===== config.mk =====
export PLATFORM = sky130hd
export DESIGN_NAME = dma_chan_seq
export DESIGN_NICKNAME = d
export VERILOG_FILES = /design/src/rtl/dma_seq_pkg.sv /design/src/rtl/dma_seq_errflags.sv /design/src/rtl/dma_seq_runctl.sv /design/src/rtl/dma_seq_chain.sv /design/src/rtl/dma_chan_seq.sv
export SDC_FILE = /design/constraint.sdc
export NUM_CORES = 1
export LEC_CHECK = 0
export BUFFER_PORTS_ARGS = -buffer_cell sky130_fd_sc_hd__buf_4
export CAP_MARGIN = 25
export CORE_UTILIZATION = 34
export DETAILED_ROUTE_END_ITERATION = 8
export GPL_TIMING_DRIVEN = 0
export PLACE_DENSITY = 0.63
export SYNTH_ARGS = -nofsm -noshare
export SYNTH_HDL_FRONTEND = slang
export SYNTH_HIERARCHICAL = 1
export SYNTH_SLANG_ARGS = --single-unit

===== constraint.sdc =====
create_clock -name clk -period 1.72 [get_ports clk]
set_clock_uncertainty 0.05 [all_clocks]
set_input_delay 0.172 -clock clk [delete_from_list [all_inputs] [get_ports clk]]
set_output_delay 0.172 -clock clk [all_outputs]
set_load 0.01 [all_outputs]

===== src/rtl/dma_seq_pkg.sv =====
package dma_seq_pkg;

  // index of each sticky error flag in the flag vector
  localparam int ERR_RD = 0;
  localparam int ERR_WR = 1;
  localparam int ERR_N  = 2;

  // a trigger that may start a sequence: a non-null register write or a chain pulse
  function automatic logic start_request(input logic wr, input logic is_null, input logic chained);
    return (wr && !is_null) || chained;
  endfunction

  // interrupt causes: bus errors always; completion only outside quiet mode;
  // a null trigger write only inside quiet mode
  function automatic logic irq_cause(input logic err_evt, input logic done_evt,
                                     input logic null_evt, input logic quiet);
    return err_evt || (done_evt && !quiet) || (null_evt && quiet);
  endfunction

  // next value of a sticky flag; a set beats a clear on the same edge
  function automatic logic sticky_next(input logic cur, input logic set, input logic clr);
    return set || (cur && !clr);
  endfunction

endpackage


===== src/rtl/dma_seq_errflags.sv =====
module dma_seq_errflags
  import dma_seq_pkg::*;
(
  input  logic             clk,
  input  logic             rst_n,
  input  logic [ERR_N-1:0] set_vec,
  input  logic [ERR_N-1:0] clr_vec,
  output logic [ERR_N-1:0] flag_vec
);

  for (genvar i = 0; i < ERR_N; i++) begin : g_flag
    logic flag_q;

    always_ff @(posedge clk or negedge rst_n) begin
      if (!rst_n) flag_q <= 1'b0;
      else        flag_q <= sticky_next(flag_q, set_vec[i], clr_vec[i]);
    end

    assign flag_vec[i] = flag_q;

    // a flag holds until its clear arrives
    a_r5_sticky_hold: assert property (@(posedge clk) disable iff (!rst_n)
      flag_q && !clr_vec[i] |=> flag_q);
    // a set always lands, even against a clear
    a_r5_set_wins: assert property (@(posedge clk) disable iff (!rst_n)
      set_vec[i] |=> flag_q);
  end

endmodule


===== src/rtl/dma_seq_runctl.sv =====
module dma_seq_runctl
  import dma_seq_pkg::*;
(
  input  logic clk,
  input  logic rst_n,
  input  logic en,
  input  logic err_any,
  input  logic err_evt,
  input  logic trig,
  input  logic last_done,
  output logic busy,
  output logic issue_ok,
  output logic start_evt,
  output logic done_evt
);

  logic busy_q;
  logic busy_d;
  logic can_act;

  assign can_act   = en && !err_any;
  assign issue_ok  = busy_q && can_act;
  assign done_evt  = issue_ok && last_done && !err_evt;
  assign start_evt = !busy_q && can_act && trig && !err_evt;

  always_comb begin
    busy_d = busy_q;
    if (err_evt)        busy_d = 1'b0;
    else if (done_evt)  busy_d = 1'b0;
    else if (start_evt) busy_d = 1'b1;
  end

  always_ff @(posedge clk or negedge rst_n) begin
    if (!rst_n) busy_q <= 1'b0;
    else        busy_q <= busy_d;
  end

  assign busy = busy_q;

  // busy only rises after an enabled trigger
  a_r1_rise_cause: assert property (@(posedge clk) disable iff (!rst_n)
    $rose(busy_q) |-> $past(trig && en));
  // a paused busy channel stays busy
  a_r2_pause_hold: assert property (@(posedge clk) disable iff (!rst_n)
    busy_q && !en && !err_evt |=> busy_q);
  // a bus error halts the channel
  a_r7_halt: assert property (@(posedge clk) disable iff (!rst_n)
    err_evt |=> !busy_q);
  // a running sequence ends only on completion or error
  a_r10_no_restart: assert property (@(posedge clk) disable iff (!rst_n)
    busy_q && !done_evt && !err_evt |=> busy_q);

endmodule


===== src/rtl/dma_seq_chain.sv =====
module dma_seq_chain #(
  parameter int NUM_CH = 12,
  parameter int CH_ID  = 0,
  localparam int CHW   = (NUM_CH > 1) ? $clog2(NUM_CH) : 1
) (
  input  logic              clk,
  input  logic              rst_n,
  input  logic              tgt_wr,
  input  logic [CHW-1:0]    tgt_data,
  input  logic              done_evt,
  output logic [CHW-1:0]    tgt,
  output logic [NUM_CH-1:0] chain_vec
);

  logic [CHW-1:0]    tgt_q;
  logic [NUM_CH-1:0] chain_q;

  always_ff @(posedge clk or negedge rst_n) begin
    if (!rst_n)      tgt_q <= '0;
    else if (tgt_wr) tgt_q <= tgt_data;
  end

  for (genvar k = 0; k < NUM_CH; k++) begin : g_bit
    if (k == CH_ID) begin : g_self
      always_ff @(posedge clk or negedge rst_n) begin
        if (!rst_n) chain_q[k] <= 1'b0;
        else        chain_q[k] <= 1'b0;
      end
    end else begin : g_other
      always_ff @(posedge clk or negedge rst_n) begin
        if (!rst_n) chain_q[k] <= 1'b0;
        else        chain_q[k] <= done_evt && (tgt_q == CHW'(k));
      end
    end
  end

  assign tgt       = tgt_q;
  assign chain_vec = chain_q;

  // at most one channel is triggered
  a_r3_chain_onehot: assert property (@(posedge clk) disable iff (!rst_n)
    $onehot0(chain_q));
  // a chain pulse only follows a completion
  a_r3_chain_cause: assert property (@(posedge clk) disable iff (!rst_n)
    (|chain_q) |-> $past(done_evt));
  // a chain pulse lasts a single cycle
  a_r3_chain_single: assert property (@(posedge clk) disable iff (!rst_n)
    (|chain_q) && !done_evt |=> !(|chain_q));

endmodule


===== src/rtl/dma_chan_seq.sv =====
module dma_chan_seq
  import dma_seq_pkg::*;
#(
  parameter int NUM_CH = 12,
  parameter int CH_ID  = 0,
  localparam int CHW   = (NUM_CH > 1) ? $clog2(NUM_CH) : 1
) (
  input  logic              clk,
  input  logic              rst_n,
  input  logic              cfg_en,
  input  logic              cfg_quiet,
  input  logic              cfg_tgt_wr,
  input  logic [CHW-1:0]    cfg_tgt_data,
  input  logic              trig_wr,
  input  logic              trig_null,
  input  logic              chain_in,
  input  logic              last_done,
  input  logic              rd_err,
  input  logic              wr_err,
  input  logic              clr_rd_err,
  input  logic              clr_wr_err,
  output logic              busy,
  output logic              issue_ok,
  output logic              rd_err_flag,
  output logic              wr_err_flag,
  output logic              any_err,
  output logic              irq,
  output logic [NUM_CH-1:0] chain_out,
  output logic [CHW-1:0]    chain_tgt
);

  // named internal events, used by the assertions
  logic             err_evt;
  logic             null_evt;
  logic             trig_any;
  logic             start_evt;
  logic             done_evt;
  logic [ERR_N-1:0] err_set;
  logic [ERR_N-1:0] err_clr;
  logic [ERR_N-1:0] err_flags;
  logic             irq_q;

  assign err_evt  = rd_err || wr_err;
  assign null_evt = trig_wr && trig_null;
  assign trig_any = start_request(trig_wr, trig_null, chain_in);

  assign err_set[ERR_RD] = rd_err;
  assign err_set[ERR_WR] = wr_err;
  assign err_clr[ERR_RD] = clr_rd_err;
  assign err_clr[ERR_WR] = clr_wr_err;

  dma_seq_errflags u_err (
    .clk      (clk),
    .rst_n    (rst_n),
    .set_vec  (err_set),
    .clr_vec  (err_clr),
    .flag_vec (err_flags)
  );

  dma_seq_runctl u_run (
    .clk       (clk),
    .rst_n     (rst_n),
    .en        (cfg_en),
    .err_any   (|err_flags),
    .err_evt   (err_evt),
    .trig      (trig_any),
    .last_done (last_done),
    .busy      (busy),
    .issue_ok  (issue_ok),
    .start_evt (start_evt),
    .done_evt  (done_evt)
  );

  dma_seq_chain #(
    .NUM_CH (NUM_CH),
    .CH_ID  (CH_ID)
  ) u_chain (
    .clk       (clk),
    .rst_n     (rst_n),
    .tgt_wr    (cfg_tgt_wr),
    .tgt_data  (cfg_tgt_data),
    .done_evt  (done_evt),
    .tgt       (chain_tgt),
    .chain_vec (chain_out)
  );

  always_ff @(posedge clk or negedge rst_n) begin
    if (!rst_n) irq_q <= 1'b0;
    else        irq_q <= irq_cause(err_evt, done_evt, null_evt, cfg_quiet);
  end

  assign irq         = irq_q;
  assign rd_err_flag = err_flags[ERR_RD];
  assign wr_err_flag = err_flags[ERR_WR];
  assign any_err     = |err_flags;

  // every bus error raises the interrupt, quiet or not
  a_r7_err_irq: assert property (@(posedge clk) disable iff (!rst_n)
    err_evt |=> irq);
  // no transfer is issued while an error is pending
  a_r7_no_issue: assert property (@(posedge clk) disable iff (!rst_n)
    (rd_err_flag || wr_err_flag) |-> !issue_ok);
  // a normal-mode completion raises the interrupt
  a_r8_done_irq: assert property (@(posedge clk) disable iff (!rst_n)
    done_evt && !cfg_quiet |=> irq);
  // a quiet completion stays silent
  a_r9_quiet_done: assert property (@(posedge clk) disable iff (!rst_n)
    done_evt && cfg_quiet && !err_evt && !null_evt |=> !irq);
  // a null trigger write never starts a sequence
  a_r9_null_no_start: assert property (@(posedge clk) disable iff (!rst_n)
    null_evt && !chain_in |-> !start_evt);

endmodule


==> results.json, run 1 <==
{
  "post-route-period-util_pct": 94.1,
  "ant_nets": 0,
  "n_fill_cell": 191,
  "syn_area_per_cell_um2": 12.3,
  "total_power_mw": 0.802,
  "hold_path_class": "in -> reg",
  "port-buffer-count": 37,
  "leakagePower_nw": 0.586,
  "path_max_fanout": 4,
  "cts_tree": "built",
  "row_count": 16,
  "clock_latency_ns": 0.29,
  "syn_to_final_growth_pct": 49.5,
  "max_cap_violations": 0,
  "clkTransAtPathRegs_ns": 0.10,
  "post-route-util_pct": 55.5,
  "post_drt_wl_per_cell_um": 10.6,
  "gp_congestion": 0.782,
  "core_area_mm2": 0.00202,
  "endpoint_kind": "flip-flop",
  "cp_data_required_time_ns": 1.88,
  "vias": 563,
  "clock.fmax_mhz": 618,
  "syn_inst": 61,
  "cts_buffer_depth": 2,
  "seqCellArea_um2": 475,
  "synthesis.area_um2": 751,
  "setup.worst_path.start_class": "flip-flop",
  "tritoncts.num_buffers": 3,
  "cp.arrival_ns": 1.78,
  "drv_slew": 0,
  "drt_first_pass_iters": 4,
  "dieArea_mm2": 0.00240,
  "multiInputGateArea_um2": 264,
  "grt_pass1_wl_um": 2240,
  "nets": 121,
  "layout_min_cycle_time_ns": 1.62,
  "grt_antenna_before_repair": 0,
  "hold_viol": 0,
  "critPathKind": "reg -> reg",
  "rsz0062_at_grt": "false",
  "diodes": 0,
  "cts_sinks": 19,
  "synth_fp_nets": 78,
  "power_density_mw_per_mm2": 714,
  "final-setup-viol-count": 0,
  "drt_iter0_drc": 2,
  "die_height_um": 49.0,
  "ys_warn_count": 6,
  "status": "finished, final reports clean",
  "grt_max_degree": 20,
  "routed_wirelength_um": 1380,
  "drc": 0,
  "first_global_vias": 517,
  "cts_max_level": 1,
  "cts-root-buf": "clkbuf_4",
  "overflow": 0,
  "drive_above_1_share_pct": 48.5,
  "grtUsageTotal_pct": 12.4,
  "vdd_ir_drop_max_mv": 0.540,
  "die_w_um": 49.0,
  "hpwl_um": 1040,
  "ios": 39,
  "viasPerCell": 4.33,
  "initial_utilization_pct": 37.1
}
[cell usage in the layout (no fill, tap or decap), types with 2 or more instances in the layout]
cell,n
buf_4,40
dfrtp_1,19
nor2_1,8
mux2_1,4
inv_1,3
a21o_1,3
clkbuf_4,3
nand2b_1,3
or2_4,2
nand2_1,2
nand3b_1,2
nor3_1,2
[metrics by stage]
step | TNS [ns] | worst slack [ns] | instances | hold WS, ns | cell area [µm²]
after global placement | -0.122 | -0.0483 | 125 | 0.00323 | 1080
final | 0 | 0.102 | 130 | 0.0136 | 1120
after floorplan | 0 | 0.0312 | 61 | -0.174 | 771
after global routing | 0 | 0.000166 | 130 | 0.00726 | 1120
after CTS | 0 | 0.00763 | 132 | 0.00446 | 1130
after detailed placement | -0.122 | -0.0474 | 125 | 0.00548 | 1080
[where the power goes]
group          switching [mW]  internal, mW
logic                  0.0459        0.0652
registers              0.0163         0.460
clock network           0.127        0.0866
total                   0.189         0.612
[final cells by class]
cell class | count | share of cell area [%]
Multi-Input combinational cell | 36 | 23.5
Inverter | 3 | 1.00
Timing Repair Buffer | 40 | 27.0
Tap cell | 27 | 3.01
Clock buffer | 3 | 2.01
Sequential cell | 19 | 42.4
Clock inverter | 1 | 0.446
Buffer | 1 | 0.669
[sequential cells by signal (all words and copies together) (netlist names)]
register             cells
u_err/g_flag.flag_q      2
u_chain/tgt              4
u_chain/chain_vec       11
irq                      1
u_run/busy               1
[routing by layer]
layer / up-vias / wire, µm / track usage [%]
met3: 4 / 74 / 4.67
met4: 0 / 21 / 5.88
met5: - / 0 / 0
met1: 257 / 631 / 14.9
met2: 19 / 651 / 19.4
li1: 283 / - / -
[timing repair]
action                                  in CTS  in global routing
resized for setup                            0                  1
endpoints found under the hold margin       19                  0
endpoints found under the setup margin       3                 11
buffers inserted                             2                  0
cloned                                       0                  0
pin swaps                                    4                  3
hold buffers                                 1                  0
[worst max-delay path, stage by stage, from the launching register on]
cell	delay, ns
dfrtp_1	0.41
or2_4	0.28
nor4b_4	0.27
buf_4	0.16
nand3b_1	0.17
nor3_1	0.21
[final timing paths]
kind / slack (ns) / cells after the start / to / from
max in group asynchronous: 1.21 / 2 / u_err/g_flag[0].flag_q / rst_n
setup / recovery: 0.10 / 5 / u_chain/chain_vec[8] / u_err/g_flag[1].flag_q
min in group asynchronous: 0.22 / 2 / u_chain/chain_vec[10] / rst_n
hold reg to reg: 0.48 / 1 / u_err/g_flag[0].flag_q / u_err/g_flag[0].flag_q
setup reg to reg: 0.10 / 5 / u_chain/chain_vec[8] / u_err/g_flag[1].flag_q
hold / removal: 0.01 / 2 / u_err/g_flag[0].flag_q / rd_err
(Power assumes the default switching activity.)
==> run 2: changes to the inputs <==
--- a/config.mk
+++ b/config.mk
@@ -10,8 +10,7 @@
 export CORE_UTILIZATION = 34
 export DETAILED_ROUTE_END_ITERATION = 8
 export GPL_TIMING_DRIVEN = 0
-export PLACE_DENSITY = 0.63
+export PLACE_DENSITY = 0.64
 export SYNTH_ARGS = -nofsm -noshare
 export SYNTH_HDL_FRONTEND = slang
-export SYNTH_HIERARCHICAL = 1
 export SYNTH_SLANG_ARGS = --single-unit
==> results.json, run 2 <==
{
  "status": "finished, final reports clean",
  "routed_wirelength_um": 1390,
  "cp.arrival_ns": 1.33,
  "post-route-period-util_pct": 90.3,
  "final-setup-viol-count": 0,
  "vias": 580,
  "synth_top_area_share_pct": 65.0,
  "final_cell_mix": "buf_4 (38), dfrtp_1 (19), nor2_1 (13)",
  "final_cells": 129,
  "cts_max_level": 1,
  "ys_ff_latch": 19,
  "die_height_um": 48.4,
  "gp_congestion": 0.744,
  "hold_viol": 0,
  "yosysMostFrequentCell": "dfrtp_1",
  "cts_buffer_depth": 2,
  "path_cells": "nor3b_2 > and2_1 > buf_4",
  "die_w_um": 48.4,
  "initial_utilization_pct": 36.6,
  "ys_warn_count": 0,
  "tritoncts.num_buffers": 3,
  "synthesis.area_um2": 732,
  "synth.distinct_cells": 19,
  "p_int_mw": 0.610,
  "cp_data_required_time_ns": 1.50,
  "critPathKind": "reg -> out",
  "synth_ff_type": "dfrtp_1",
  "total_power_mw": 0.800,
  "power_density_mw_per_mm2": 737,
  "post_drt_wl_per_cell_um": 10.8,
  "clock.fmax_mhz": 644,
  "port-buffer-count": 37,
  "drt_first_pass_iters": 2,
  "combPwrFrac_pct": 13.0,
  "final_cell_area_mm2": 0.00109,
  "rsz0062_at_grt": "false",
  "switchingPower_mw": 0.191,
  "path_max_fanout": 6,
  "n_fill_cell": 200,
  "vdd_ir_drop_max_mv": 0.457,
  "ant_nets": 0,
  "layout_min_cycle_time_ns": 1.55,
  "leakagePower_nw": 0.542,
  "cts_sinks": 19,
  "viasPerCell": 4.50,
  "p_clk_share_pct": 27.0,
  "hold_path_class": "in -> reg",
  "drv_slew": 0,
  "postCtsSetupRepairBufs": 0,
  "drive_above_1_share_pct": 47.1,
  "row_count": 16,
  "clkTransAtPathRegs_ns": 0.11,
  "synth_fp_nets": 77,
  "final_common_cell": "buf_4",
  "drt_iter0_drc": 4,
  "setup.worst_path.start_class": "flip-flop",
  "first_global_vias": 569,
  "cp_slowest_cell": "dfrtp_1",
  "overflow": 0,
  "cts_tree": "built",
  "ys_async_sr_fraction_pct": 100,
  "diodes": 0,
  "synth_edf_count": 0,
  "largest_reg_flops": 11,
  "synth_largest_area_cell": "dfrtp_1",
  "synth.yosys.seq_area_share_pct": 65.0,
  "max_cap_violations": 0,
  "place_area_mm2": 0.00104,
  "hpwl_um": 1110,
  "core_area_mm2": 0.00200,
  "nets": 120,
  "syn_inst": 60,
  "grt_antenna_before_repair": 0,
  "dieArea_mm2": 0.00234,
  "slowest_delay_ns": 0.46,
  "p_sw_share_pct": 23.8,
  "endpoint_kind": "output port",
  "syn_area_per_cell_um2": 12.2,
  "yosys-top-cells-count": "dfrtp_1 (19), nor2_1 (13), mux2_2 (4)",
  "cts-root-buf": "clkbuf_4",
  "grtUsageTotal_pct": 13.4,
  "power_frac_seq_pct": 60.0,
  "placed_cells": 124,
  "grt_pass1_wl_um": 2460,
  "syn_to_final_growth_pct": 48.4,
  "clock_latency_ns": 0.29,
  "ios": 39,
  "synth_area_leaders": "dfrtp_1 (65%), nor2_1 (6.7%), mux2_2 (6.2%)",
  "tns_ns": 0,
  "drc": 0,
  "grt_max_degree": 20
}
==> run 2: final cells by class <==
class,count,area [µm²],share of cell area (%)
clock buffer,3,22.5,2.07
timing repair buffer,38,288,26.5
buffer,1,7.51,0.691
inverter,3,11.3,1.04
clock inverter,1,5.00,0.461
tap,27,33.8,3.11
sequential,19,475,43.8
multi-input combinational,37,243,22.4
==> run 2: metrics by stage <==
step | hold slack [ns] | worst slack, ns | util, %
2_1_floorplan | -0.174 | 0.419 | -
3_3_place_gp | 0.00421 | 0.386 | 52.1
5_1_grt | 0.0169 | 0.0481 | 54.3
6_report | 0.0216 | 0.166 | 54.3
4_1_cts | 0.0147 | 0.0235 | 54.0
3_5_place_dp | 0.00380 | 0.351 | 52.1
==> run 2: path summary, 6_finish.rpt <==
kind,slack [ns],start,cells after the start,end
max,0.17,u_err.g_flag[1].flag_q,3,issue_ok
min,0.02,wr_err,2,u_err.g_flag[1].flag_q
max reg2reg,0.35,u_chain.tgt[2],3,u_chain.chain_vec[10]
min reg2reg,0.56,u_chain.tgt[2],1,u_chain.tgt[2]
max in group asynchronous,1.20,rst_n,2,u_chain.chain_vec[3]
min in group asynchronous,0.22,rst_n,2,u_chain.chain_vec[5]
==> run 2: what timing repair did <==
item | 4_1_cts | 5_1_grt
resized for setup | 0 | 1
endpoints found under the hold margin | 19 | 0
hold buffers | 1 | 0
endpoints found under the setup margin | 0 | 1
==> run 2: kinds of logic after synthesis <==
group | share of synthesized area [%]
AOI/OAI and AO/OA | 5.47
buffers and inverters | 2.56
DFF | 65.0
muxes | 6.15
other | 0.512
and+or+nand+nor | 20.3
==> run 2: worst max-delay path: cells and delay by family (launching register included) <==
family                 cells  cell delay (ns)
buffers and inverters      1             0.11
DFF                        1             0.46
and+or+nand+nor            2             0.47
==> run 2: per-layer routing <==
layer | global-route usage, % | up-vias | part of all wire [%]
met2 | 22.3 | 25 | 49
li1 | - | 287 | -
met5 | 0 | - | 0
met3 | 2.83 | 0 | 6.8
met4 | 2.94 | 0 | 0
met1 | 18.0 | 268 | 44
==> run 2: power groups by stage <==
stage	Combinational [mW]	Sequential, mW	Clock [mW]
final	0.104	0.480	0.216
after global routing	0.115	0.484	0.243
after CTS	0.105	0.480	0.224
after detailed placement	0.103	0.489	0
after global placement	0.103	0.488	0
after floorplan	0.0299	0.490	0
